$ cat src/rtl/fseq_pkg.sv
package fseq_pkg;

  localparam int WORD_W = 16;
  localparam int PAY_W  = 12;
  localparam int OFF_W  = 11;

  typedef enum logic [1:0] {
    WC_SINGLE,
    WC_HEAD,
    WC_TAIL,
    WC_BRANCH
  } wclass_e;

  // Tail words carry payload only; alone they are harmless.
  function automatic logic is_tail(input logic [WORD_W-1:0] w);
    return w[15:12] == 4'hF;
  endfunction

  // Goto (0xEF) and call (0xEC/0xED) move the counter.
  function automatic logic is_abs_jump(input logic [WORD_W-1:0] w);
    return (w[15:8] == 8'hEF) || (w[15:9] == 7'b1110110);
  endfunction

  // Heads of pairs: register move, load pointer, and the two jumps.
  function automatic logic is_pair_head(input logic [WORD_W-1:0] w);
    return (w[15:12] == 4'hC) || (w[15:8] == 8'hEE) || is_abs_jump(w);
  endfunction

  function automatic logic is_rel_branch(input logic [WORD_W-1:0] w);
    return w[15:11] == 5'b11010;
  endfunction

  function automatic wclass_e classify(input logic [WORD_W-1:0] w);
    if (is_tail(w))            return WC_TAIL;
    else if (is_pair_head(w))  return WC_HEAD;
    else if (is_rel_branch(w)) return WC_BRANCH;
    else                       return WC_SINGLE;
  endfunction

endpackage

$ cat src/rtl/fseq_decode.sv
module fseq_decode
  import fseq_pkg::*;
(
  input  logic [WORD_W-1:0] word,
  output wclass_e           cls
);

  always_comb cls = classify(word);

endmodule

$ cat src/rtl/fseq_pc.sv
module fseq_pc #(
  parameter int PC_W = 21
) (
  input  logic            clk,
  input  logic            rst,
  input  logic            redir,
  input  logic [PC_W-1:0] redir_pc,
  output logic [PC_W-1:0] pc_q,
  output logic [PC_W-1:0] fpc_q,
  output logic            req_vld_q,
  output logic            flush_q
);

  function automatic logic [PC_W-1:0] next_word(input logic [PC_W-1:0] p);
    return p + PC_W'(2);
  endfunction

  always_ff @(posedge clk) begin
    if (rst) begin
      pc_q      <= '0;
      fpc_q     <= '0;
      req_vld_q <= 1'b0;
      flush_q   <= 1'b0;
    end else begin
      fpc_q     <= pc_q;
      req_vld_q <= 1'b1;
      flush_q   <= redir;
      pc_q      <= redir ? {redir_pc[PC_W-1:1], 1'b0} : next_word(pc_q);
    end
  end

  // sequential fetch advances one word.
  assert_step_R2: assert property (@(posedge clk) disable iff (rst)
    !redir |=> pc_q == $past(pc_q) + PC_W'(2));

  // a redirect lands on the requested target.
  assert_land_R6: assert property (@(posedge clk) disable iff (rst)
    redir |=> pc_q == $past(redir_pc));

endmodule

$ cat src/rtl/fseq_join.sv
module fseq_join
  import fseq_pkg::*;
#(
  parameter int PC_W = 21,
  localparam int OPND_W = 2 * PAY_W
) (
  input  logic              clk,
  input  logic              rst,
  input  logic              req_vld,
  input  logic              flush,
  input  logic [PC_W-1:0]   fpc,
  input  logic [WORD_W-1:0] word,
  input  wclass_e           cls,
  input  logic              skip_req,
  output logic              redir,
  output logic [PC_W-1:0]   redir_pc,
  output logic              out_valid,
  output logic              out_nop,
  output logic              out_two,
  output logic [WORD_W-1:0] out_instr,
  output logic [OPND_W-1:0] out_opnd,
  output logic [PC_W-1:0]   out_pc
);

  function automatic logic [PC_W-1:0] abs_target(input logic [WORD_W-1:0] head,
                                                  input logic [WORD_W-1:0] tail);
    logic [20:0] t;
    t = {tail[PAY_W-1:0], head[7:0], 1'b0};
    return PC_W'(t);
  endfunction

  function automatic logic [PC_W-1:0] rel_target(input logic [PC_W-1:0] at,
                                                  input logic [WORD_W-1:0] w);
    logic [PC_W-1:0] step;
    step = {{(PC_W-OFF_W-1){w[OFF_W-1]}}, w[OFF_W-1:0], 1'b0};
    return at + PC_W'(2) + step;
  endfunction

  logic              hold_q;
  logic [WORD_W-1:0] head_q;
  logic [PC_W-1:0]   head_pc_q;
  logic              skip_pend_q;

  // Named events for the assertions.
  logic eligible, skip_hit;
  logic evt_bubble, evt_join, evt_orphan, evt_hold, evt_branch, evt_single;

  always_comb begin
    eligible   = req_vld && !flush && !hold_q;
    skip_hit   = eligible && (skip_req || skip_pend_q);
    evt_bubble = req_vld && flush;
    evt_join   = req_vld && !flush && hold_q;
    evt_orphan = eligible && !skip_hit && (cls == WC_TAIL);
    evt_hold   = eligible && !skip_hit && (cls == WC_HEAD);
    evt_branch = eligible && !skip_hit && (cls == WC_BRANCH);
    evt_single = eligible && !skip_hit && (cls == WC_SINGLE);
    redir      = (evt_join && is_abs_jump(head_q)) || evt_branch;
    redir_pc   = evt_join ? abs_target(head_q, word) : rel_target(fpc, word);
  end

  always_ff @(posedge clk) begin
    if (rst) begin
      out_valid   <= 1'b0;
      out_nop     <= 1'b0;
      out_two     <= 1'b0;
      out_instr   <= '0;
      out_opnd    <= '0;
      out_pc      <= '0;
      hold_q      <= 1'b0;
      head_q      <= '0;
      head_pc_q   <= '0;
      skip_pend_q <= 1'b0;
    end else begin
      out_valid <= evt_bubble || evt_join || skip_hit || evt_orphan ||
                   evt_branch || evt_single;
      out_nop   <= evt_bubble || skip_hit || evt_orphan;
      out_two   <= evt_join;
      out_instr <= evt_join ? head_q : ((evt_branch || evt_single) ? word : '0);
      out_opnd  <= evt_join ? {head_q[PAY_W-1:0], word[PAY_W-1:0]} : '0;
      out_pc    <= evt_join ? head_pc_q : fpc;
      if (evt_hold) begin
        hold_q    <= 1'b1;
        head_q    <= word;
        head_pc_q <= fpc;
      end else if (evt_join) begin
        hold_q    <= 1'b0;
      end
      skip_pend_q <= (skip_pend_q || skip_req) && !skip_hit;
    end
  end

  assert_head_silent_R4: assert property (@(posedge clk) disable iff (rst)
    evt_hold |=> !out_valid);

  assert_pair_done_R4: assert property (@(posedge clk) disable iff (rst)
    evt_join |=> out_valid && out_two && !out_nop);

  assert_lone_tail_R5: assert property (@(posedge clk) disable iff (rst)
    evt_orphan |=> out_valid && out_nop);

  assert_bubble_R8: assert property (@(posedge clk) disable iff (rst)
    redir |=> ##1 (out_valid && out_nop));

  assert_skip_nop_R9: assert property (@(posedge clk) disable iff (rst)
    skip_hit |=> out_valid && out_nop && !out_two);

endmodule

$ cat src/rtl/insn_fetch_seq.sv
module insn_fetch_seq
  import fseq_pkg::*;
#(
  parameter int PC_W = 21,
  localparam int WA_W   = PC_W - 1,
  localparam int OPND_W = 2 * PAY_W
) (
  input  logic              clk,
  input  logic              rst,
  input  logic              skip_req,
  output logic [WA_W-1:0]   mem_addr,
  input  logic [WORD_W-1:0] mem_rdata,
  output logic              out_valid,
  output logic              out_nop,
  output logic              out_two,
  output logic [WORD_W-1:0] out_instr,
  output logic [OPND_W-1:0] out_opnd,
  output logic [PC_W-1:0]   out_pc
);

  logic [PC_W-1:0] pc_q, fpc_q, redir_pc;
  logic            req_vld_q, flush_q, redir;
  wclass_e         cls;

  fseq_pc #(.PC_W(PC_W)) u_pc (
    .clk       (clk),
    .rst       (rst),
    .redir     (redir),
    .redir_pc  (redir_pc),
    .pc_q      (pc_q),
    .fpc_q     (fpc_q),
    .req_vld_q (req_vld_q),
    .flush_q   (flush_q)
  );

  fseq_decode u_dec (
    .word (mem_rdata),
    .cls  (cls)
  );

  fseq_join #(.PC_W(PC_W)) u_join (
    .clk       (clk),
    .rst       (rst),
    .req_vld   (req_vld_q),
    .flush     (flush_q),
    .fpc       (fpc_q),
    .word      (mem_rdata),
    .cls       (cls),
    .skip_req  (skip_req),
    .redir     (redir),
    .redir_pc  (redir_pc),
    .out_valid (out_valid),
    .out_nop   (out_nop),
    .out_two   (out_two),
    .out_instr (out_instr),
    .out_opnd  (out_opnd),
    .out_pc    (out_pc)
  );

  assign mem_addr = pc_q[PC_W-1:1];

  // reset keeps the event output quiet.
  assert_quiet_R1: assert property (@(posedge clk) rst |=> !out_valid);

  // every event address is even.
  assert_even_pc_R2: assert property (@(posedge clk) disable iff (rst)
    out_valid |-> !out_pc[0]);

endmodule

$ cat config.mk
export PLATFORM = sky130hd
export DESIGN_NAME = insn_fetch_seq
export DESIGN_NICKNAME = d
export VERILOG_FILES = /design/src/rtl/fseq_pkg.sv /design/src/rtl/fseq_decode.sv /design/src/rtl/fseq_pc.sv /design/src/rtl/fseq_join.sv /design/src/rtl/insn_fetch_seq.sv
export SDC_FILE = /design/constraint.sdc
export NUM_CORES = 1
export LEC_CHECK = 0
export BUFFER_PORTS_ARGS = -buffer_cell sky130_fd_sc_hd__buf_2
export CORE_MARGIN = 5
export CORE_UTILIZATION = 36
export CTS_CLUSTER_DIAMETER = 100
export DETAILED_ROUTE_END_ITERATION = 8
export SYNTH_ARGS = -nofsm -noshare
export SYNTH_HDL_FRONTEND = slang
export SYNTH_SLANG_ARGS = --single-unit
$ cat constraint.sdc
create_clock -name clk -period 4.9 [get_ports clk]
set_clock_uncertainty 0.1 [all_clocks]
set_input_delay 0.49 -clock clk [delete_from_list [all_inputs] [get_ports clk]]
set_output_delay 0.49 -clock clk [all_outputs]
set_load 0.005 [all_outputs]
Word level (Yosys, flattened, before mapping)
Index checks and enable logic that the tools add are counted.
Word-level totals
  flip-flop bits (word level): 147
  input bits: 19
  logic and storage cells: 74
Operators by class
  add/subtract/negate cells: 3
  equal/unequal tests: 11
  muxes and demuxes: 11
  bitwise gates (word level): 1
  reductions and logical operators: 33
Operators by type and width (number)
  21-bit two-way mux: 3
  21-bit by 2-bit adder with 21-bit output (second input constant): 2
  16-bit two-way mux: 2
  8-bit equality test (second input constant): 3
  21-bit adder: 1
  7-bit equality test (second input constant): 2
  1-bit logical OR: 14
  1-bit logical AND: 12
  4-bit equality test (second input constant): 2
  2-bit two-way mux: 3
  5-bit equality test (second input constant): 1
  2-bit equality test (second input constant): 2
  2-bit OR reduction: 2
  1-bit logical NOT: 3
  1-bit two-way mux: 3
  2-bit by 1-bit equality test with 1-bit output (second input constant): 1
  2-bit logical NOT: 1
  2-bit nonzero test: 1
  1-bit inverter: 1

Depth between registers and ports, before layout
Gate-level depths: netlist (run 1).
  depth in word-level cells: 10
  depth in mapped cells: 12
  gate-level depth less buffers: 12

Cells and area by module
From an unflattened synthesis (run 1), not the netlist that was laid out.
Second synthesis, totals
  cell total of the unflattened synthesis: 765
  area total of the unflattened synthesis: 6632.6 um2
Modules (own cells, without submodules)
  fseq_join: instances 1, cells an instance 579, area an instance 4853.4 um2, seq. area each 2062.0 um2
  fseq_pc: instances 1, cells an instance 180, area an instance 1742.9 um2, seq. area each 840.8 um2
  fseq_decode: instances 1, cells an instance 6, area an instance 36.3 um2, seq. area each 0.0 um2

Least setup slack after synthesis (run 1)
Ideal clock, no wire load.
  path kind: input to register
  start: in mem_rdata[1]
  end: reg u_pc.pc_q[16]
  arrival: 2.470 ns
  path slack: 2.217 ns
  stages on the path: 10
  path buffers: 0
  path through: ha_1 -> ha_1 -> inv_1 -> fa_1 -> nor2b_1 -> o2111ai_1 -> a21oi_1 -> a21oi_1 -> xor2_1 -> a2111oi_1
Between the ends
  longest elaborated chain between the ends: 3
RTL lines
  from (decl): line insn_fetch_seq.sv:12  | input logic [WORD_W-1:0] mem_rdata,
  21-bit adder: line fseq_join.sv:36  | return at + PC_W'(2) + step;
  21-bit two-way mux: line fseq_join.sv:58  | redir_pc = evt_join ? abs_target(head_q, word) : rel_target(fpc, word);
  21-bit two-way mux: line fseq_pc.sv:28  | pc_q <= redir ? {redir_pc[PC_W-1:1], 1'b0} : next_word(pc_q);
  to (signal assigned): line fseq_pc.sv:28
  to (decl): line fseq_pc.sv:8  | output logic [PC_W-1:0] pc_q,
Every way passes these cells.
A chain may end at the register's enable or synchronous reset.

Final worst setup path (run 1)
  start: reg u_pc.fpc_q[5]
  end: reg u_pc.pc_q[15]
Between the ends
  longest elaborated chain between the ends: 4
RTL lines
  from (decl): line fseq_pc.sv:9  | output logic [PC_W-1:0] fpc_q,
  from (signal assigned): line fseq_pc.sv:25  | fpc_q <= pc_q;
  21-bit by 2-bit adder with 21-bit output: line fseq_join.sv:36
  21-bit adder: line fseq_join.sv:36
  21-bit two-way mux: line fseq_join.sv:58
  21-bit two-way mux: line fseq_pc.sv:28
Every way passes these cells.

==> flow_metrics.env, run 1 <==
export IMPL_finalPower_uw=2721
export IMPL_rsz0062_at_grt="false"
export IMPL_synthCells=717
export IMPL_synth_compound_area_frac=0.1710
export IMPL_die_w_um=142.1
export IMPL_cts_root_buffer="clkbuf_16"
export IMPL_hold_path_class="input pin to flip-flop"
export IMPL_htree_levels=4
export IMPL_antenna_cells=0
export IMPL_maxCapViolations=0
export IMPL_synthArstFlopShare=0
export IMPL_fin_area_um2=7604
export IMPL_port_buffers=101
export IMPL_outcome="complete, no violations"
export IMPL_place_congestion=0.9110
export IMPL_synth_ff_latch_count=143
export IMPL_ys_warnings_count=0
export IMPL_synth_top_family_by_area="simple AND/OR/NAND/NOR gates"
export IMPL_cts_resized=0
export IMPL_cp_endpoint="u_pc.pc_q[15]$_SDFF_PP0_"
export IMPL_cp_data_arrival_time_ns=3.23
export IMPL_drtIter0Drc=370
export IMPL_rows=48
export IMPL_hold_viol_final=0
export IMPL_initial_utilization=0.3645
export IMPL_synthSimpleGateAreaFrac=0.2151
export IMPL_clk_pin_slew_ns=0.06
export IMPL_p_switching_uw=592.4
export IMPL_syn2layout_area_growth_pct=21.01
export IMPL_seq_area_um2=2863
export IMPL_swShare=0.2177
export IMPL_post_cts_buffers=0
export IMPL_reg2reg_to="u_pc.pc_q[15]$_SDFF_PP0_"
export IMPL_fin_crit_sh=0.6109
export IMPL_final_common_cell="dfxtp_1"
export IMPL_multi_input_area_um2=3213
export IMPL_placed_cells=1014
export IMPL_synth_nets=775
export IMPL_cts_hold_fix_buffers=0
export IMPL_finalNonFillerCells=1045
export IMPL_vias_per_cell=5.127
export IMPL_synth_cell_type_count=57
export IMPL_criticalPathCategory="flip-flop to flip-flop"
export IMPL_power_density_nw_per_um2=357.9
export IMPL_synth_area_per_cell_um2=8.764
export IMPL_numClockSinks=143
export IMPL_syn_area_um2=6284
export IMPL_synth_mux_area_frac=0.008562
export IMPL_p_comb_frac=0.051
export IMPL_crit_required_ns=5.14
export IMPL_vias=5358
export IMPL_fin_crit_ns=2.993
export IMPL_fin_util=0.4411
export IMPL_drv_slew=0
export IMPL_final_cell_mix="143 x dfxtp_1, 140 x nand2_1, 101 x buf_2, 80 x a21oi_1, 41 x nor2_1"
export IMPL_critPathLaunch="u_pc.fpc_q[5]$_SDFF_PP0_"
export IMPL_cts_buffers=17
export IMPL_setup_violations=0
export IMPL_reg2reg_slack_ns=1.91
export IMPL_detailed_place_hpwl_mm=13.03
export IMPL_fmax_ghz=0.3341
export IMPL_wirelength_mm=17.80
export IMPL_slew_headroom=0.3531
export IMPL_overflow=0
export IMPL_clk_latency_ns=0.43
export IMPL_layout_nets=866
export IMPL_r2r_cells=8
export IMPL_track_usage=0.1816
export IMPL_cts_buffer_depth=2
export IMPL_ios=103
export IMPL_wire_per_inst_um=17.03
export IMPL_rr_startpoint="u_pc.fpc_q[5]$_SDFF_PP0_"
export IMPL_internal_power_uw=2129
export IMPL_ys_flop_type="dfxtp_1"
export IMPL_die_area_um2=20200
export IMPL_die_height_um=142.1
export IMPL_drive_gt1_frac=0.1854
export IMPL_grt_max_degree=54
export IMPL_grt_pass1_wl_mm=28.77
export IMPL_placed_area_um2=6964
export IMPL_synthXorXnorAreaFrac=0.03624
export IMPL_dr_pass1_iters=4
export IMPL_p_leak_uw=0.003354
export IMPL_post_route_drc_count=0
export IMPL_coreArea_um2=17240
export IMPL_cts_tree="done"
export IMPL_clkPwrFrac=0.513
export IMPL_yosys_area_share_adder=0.07885
export IMPL_pwr_share_seq=0.436
export IMPL_cp_start_kind="flip-flop"
export IMPL_postRouteAntennaNets=0
export IMPL_ys_seq_area_frac=0.4556
export IMPL_finalSetupTns_ns=0
export IMPL_grt_pass1_vias=5175
export IMPL_path_max_fanout=5
export IMPL_synth_edf_count=0
export IMPL_worstMarginPinSlew_ns=0.9703
export IMPL_fillers=1685
export IMPL_antenna_found_initial=0
export IMPL_worst_setup_path_end_kind="flip-flop"
export IMPL_ir_drop_mv=0.2532
[logic make-up after synthesis]
family          count (synthesis)
flops                         143
compound gates                168
mux                             5
buf+inv                        49
xor+xnor                       26
other cells                     1
simple gates                  286
fa+ha+maj                      39
[Yosys cell counts, types with 2 or more instances]
library cell	n	area [um^2]
buf_6	2	22.52
xor2_1	13	113.9
and2_1	26	162.7
a211oi_1	16	120.1
a311oi_1	2	17.52
a21o_1	19	142.6
nor4_1	3	18.77
o221ai_1	4	35.03
xnor2_1	13	113.9
nand2_1	140	525.5
buf_2	6	30.03
o21ai_0	16	80.08
nand3b_1	2	15.01
nor3b_1	2	15.01
nand3_1	14	70.07
a22o_1	3	26.28
a221oi_2	4	60.06
buf_4	2	15.01
o211ai_1	3	22.52
dfxtp_1	143	2863
ha_1	38	475.5
nor3_1	8	40.04
nand4_1	9	56.30
inv_1	12	45.04
or3_1	4	25.02
nor2b_1	22	137.6
a21oi_1	80	400.4
a31oi_1	7	43.79
o21a_1	4	30.03
and3_1	6	37.54
mux2i_1	2	20.02
mux2_2	3	33.78
nor2_1	41	153.9
clkbuf_1	25	93.84
[per-layer routing]
metal  wire, um  global-route usage  vias up
met5          0                   0        -
met1       8383              0.2509     2521
met3       1167             0.04671       23
li1           -                   -     2662
met2       7929              0.2778      152
met4        316             0.05859        0
[state kept, by name, summed over array words and instances, names as in the netlist]
| signal | cells |
|---|---|
| u_join.out_opnd | 24 |
| u_join.head_pc_q | 20 |
| u_join.out_pc | 20 |
| u_pc.fpc_q | 20 |
| u_pc.pc_q | 20 |
| u_join.head_q | 16 |
| u_join.out_instr | 16 |
| u_join.hold_q | 1 |
| u_join.out_nop | 1 |
| u_join.out_two | 1 |
| u_join.out_valid | 1 |
| u_join.skip_pend_q | 1 |
| u_pc.flush_q | 1 |
| u_pc.req_vld_q | 1 |
[power groups by stage]
stage	combinational (uW)	sequential, uW	clock (uW)
after CTS	138	1190	1410
after detailed placement	137	1210	0
after floorplan	84.2	1210	0
after global routing	154	1190	1480
after global placement	136	1210	0
final	138	1190	1400
[final cells by class]
class	instances	share of cell area
multi-input cells	525	0.4226
clock buffers	22	0.06368
inverters	13	0.006418
clock inverters	9	0.02040
repair buffers	108	0.07339
flip-flops and latches	143	0.3765
well taps	225	0.03702
[critical path, cell delays in order (launching register included)]
cell and delay [ns]:
dfxtp_1 0.44, ha_1 0.28, ha_1 0.37, a21o_1 0.20
a21oi_1 0.31, a211oi_1 0.16, o21ai_0 0.42, mux2_2 0.40
a211oi_1 0.22
[through the flow]
step | hold slack, ns | worst slack, ns
after global routing | 0.2232 | 1.721
final | 0.2076 | 1.907
after CTS | 0.2054 | 1.918
after floorplan | 0.3321 | 2.217
after global placement | 0.3401 | 1.811
after detailed placement | 0.3405 | 1.692
[how the worst min path moves through the flow]
stage / from / depth (start not counted) / slack [ns] / endpoint
floorplan: u_join.head_pc_q[1]$_SDFFE_PP0P_ / 2 / 0.33 / u_join.out_pc[1]$_SDFF_PP0_
global placement: u_join.head_pc_q[14]$_SDFFE_PP0P_ / 2 / 0.34 / u_join.out_pc[14]$_SDFF_PP0_
detailed placement: u_join.head_pc_q[14]$_SDFFE_PP0P_ / 2 / 0.34 / u_join.out_pc[14]$_SDFF_PP0_
CTS: mem_rdata[0] / 2 / 0.21 / u_join.out_instr[0]$_SDFF_PP0_
global route: mem_rdata[0] / 2 / 0.22 / u_join.out_instr[0]$_SDFF_PP0_
finish: mem_rdata[0] / 2 / 0.21 / u_join.out_instr[0]$_SDFF_PP0_
Power figures use the tool's default switching activity.
==> inputs of run 2 (changes only) <==
ABC_AREA = 1   (was default)
clock period = 3.13 ns   (was 4.9 ns; I/O delays follow)
==> flow_metrics.env, run 2 <==
export IMPL_outcome="complete, no violations"
export IMPL_syn_area_um2=6452
export IMPL_cts_buffer_depth=2
export IMPL_top_layer_used="met4"
export IMPL_syn2layout_area_growth_pct=19.10
export IMPL_worstMarginPinSlew_ns=0.5934
export IMPL_track_usage=0.1717
export IMPL_critPathSlowestCell="fa_1"
export IMPL_synth_area_per_cell_um2=7.494
export IMPL_slew_headroom=0.6044
export IMPL_cts_tree="done"
export IMPL_clk_latency_ns=0.42
export IMPL_numClockSinks=143
export IMPL_grt_pass1_wl_mm=28.09
export IMPL_wirelength_mm=17.71
export IMPL_cts_root_buffer="clkbuf_16"
export IMPL_finalSetupTns_ns=0
export IMPL_ys_flop_type="dfxtp_1"
export IMPL_yosys_cell_count_top_type="nand2_1"
export IMPL_power_density_nw_per_um2=528.3
export IMPL_dr_wl_met3_um=869
export IMPL_post_cts_buffers=0
export IMPL_path_cells="inv_1, ha_1, inv_1, ha_1, inv_1, fa_1, o21ai_1, nand2_1, nand2_1, nand2_1, nand3_1, nand3_1, nand2_1, a21oi_1"
export IMPL_worst_hold_slack_ns=0.06779
export IMPL_detailed_place_hpwl_mm=13.19
export IMPL_antenna_cells=0
export IMPL_dr_pass1_iters=5
export IMPL_place_congestion=0.8635
export IMPL_fin_crit_ns=2.482
export IMPL_path_max_fanout=4
export IMPL_drtIter0Drc=323
export IMPL_crit_top_cell="nand2_1"
export IMPL_hold_viol_final=0
export IMPL_synth_largest_area_cell="dfxtp_1"
export IMPL_ios=103
export IMPL_die_height_um=143.9
export IMPL_grt_max_degree=63
export IMPL_ir_drop_mv=0.3685
export IMPL_final_cell_mix="166 x nand2_1, 143 x dfxtp_1, 125 x nor2_1, 101 x buf_2, 95 x inv_1"
export IMPL_post_route_drc_count=0
export IMPL_vias=5744
export IMPL_final_common_cell="nand2_1"
export IMPL_synthTopCellsByCount="166 x nand2_1, 143 x dfxtp_1, 125 x nor2_1, 95 x inv_1, 69 x nand3_1"
export IMPL_ys_seq_area_frac=0.4437
export IMPL_rsz0062_at_grt="false"
export IMPL_top_register="u_join.out_opnd"
export IMPL_wl_met2_mm=7.983
export IMPL_crit_required_ns=3.30
export IMPL_fmax_ghz=0.4028
export IMPL_clkPwrFrac=0.485
export IMPL_largest_register_ffs=24
export IMPL_swShare=0.2364
export IMPL_p_comb_frac=0.057
export IMPL_die_w_um=143.9
export IMPL_wire_per_inst_um=14.80
export IMPL_synthCells=861
export IMPL_fin_crit_sh=0.7931
export IMPL_cp_data_arrival_time_ns=2.66
export IMPL_grt_pass1_vias=5581
export IMPL_coreArea_um2=17780
export IMPL_p_switching_uw=959.7
export IMPL_cp_start_kind="flip-flop"
export IMPL_maxCapViolations=0
export IMPL_p_leak_uw=0.003787
export IMPL_rows=49
export IMPL_drv_slew=0
export IMPL_synth_edf_count=0
export IMPL_cts_buffers=17
export IMPL_overflow=0
export IMPL_criticalPathCategory="flip-flop to flip-flop"
export IMPL_hold_path_class="input pin to flip-flop"
export IMPL_synth_cell_type_count=41
export IMPL_synth_area_leaders="dfxtp_1 44%, nand2_1 9.7%, ha_1 7.4%"
export IMPL_layout_nets=1013
export IMPL_synth_nets=919
export IMPL_setup_violations=0
export IMPL_critical_path_max_stage_delay_ns=0.44
export IMPL_initial_utilization=0.3629
export IMPL_fin_util=0.4322
export IMPL_internal_power_uw=3100
export IMPL_port_buffers=101
export IMPL_postRouteAntennaNets=0
export IMPL_synthArstFlopShare=0
export IMPL_vias_per_cell=4.799
export IMPL_pwr_share_seq=0.458
export IMPL_clk_pin_slew_ns=0.06
export IMPL_die_area_um2=20700
export IMPL_synth_ff_latch_count=143
export IMPL_drive_gt1_frac=0.1632
export IMPL_cts_resized=0
export IMPL_synth_top_area_frac=0.4437
export IMPL_wl_met1_mm=8.607
export IMPL_ys_warnings_count=0
export IMPL_htree_levels=4
export IMPL_antenna_found_initial=0
export IMPL_worst_setup_path_end_kind="flip-flop"
export IMPL_cts_hold_fix_buffers=0
[run 2: area by class of cell]
cell class	instances	area, um^2
Clock buffer	20	436.7
Clock inverter	12	135.1
Tap cell	229	286.5
Fill cell	1849	10090
Multi-Input combinational cell	586	3035
Timing Repair Buffer	107	550.5
Sequential cell	143	2863
Inverter	100	377.9
[run 2: worst paths after layout]
check                              startpoint  cells past startpoint                             end  slack (ns)
min                              mem_rdata[0]                      3  u_join.out_instr[0]$_SDFF_PP0_        0.07
max reg2reg          u_pc.fpc_q[1]$_SDFF_PP0_                     14        u_pc.pc_q[14]$_SDFF_PP0_        0.65
max                  u_pc.fpc_q[1]$_SDFF_PP0_                     14        u_pc.pc_q[14]$_SDFF_PP0_        0.65
min reg2reg  u_join.head_pc_q[5]$_SDFFE_PP0P_                      2     u_join.out_pc[5]$_SDFF_PP0_        0.34
[run 2: routing by layer]
metal / GRT usage / up-vias
met2: 0.2700 / 145
met5: 0 / -
met1: 0.2349 / 2624
met4: 0.05055 / 0
li1: - / 2962
met3: 0.04060 / 13
[run 2: metrics by stage]
stage / instance area, um^2 / power [uW] / cells / worst slack (ns)
CTS: 7685 / 4099 / 1197 / 0.6469
finish: 7685 / 4060 / 1197 / 0.6475
global route: 7685 / 4216 / 1197 / 0.4313
detailed placement: 7113 / 2128 / 1165 / 0.5657
floorplan: 6452 / 2045 / 861 / 0.9818
global placement: 7113 / 2129 / 1165 / 0.6455
[run 2: power groups by stage]
| stage | combinational [uW] | clock, uW | sequential, uW |
|---|---|---|---|
| after floorplan | 148 | 0 | 1900 |
| after global placement | 230 | 0 | 1900 |
| after detailed placement | 230 | 0 | 1900 |
| after CTS | 233 | 2010 | 1860 |
| after global routing | 261 | 2090 | 1860 |
| final | 232 | 1970 | 1860 |
[run 2: kinds of logic after synthesis]
kind of cell,Yosys count,synth area share
AND/OR/NAND/NOR,394,0.2581
buffers and inverters,132,0.08590
other,1,0.0005812
adder cells (fa/ha/maj),39,0.07679
AO/OA/AOI/OAI,137,0.1146
flip-flops,143,0.4437
XOR/XNOR,15,0.02036
[run 2: critical path: cells and delay by family (launching register included)]
kind	cells	cell delay, ns
AND/OR/NAND/NOR	6	0.52
adder cells (fa/ha/maj)	3	0.85
AO/OA/AOI/OAI	2	0.31
buffers and inverters	3	0.23
flip-flops	1	0.30
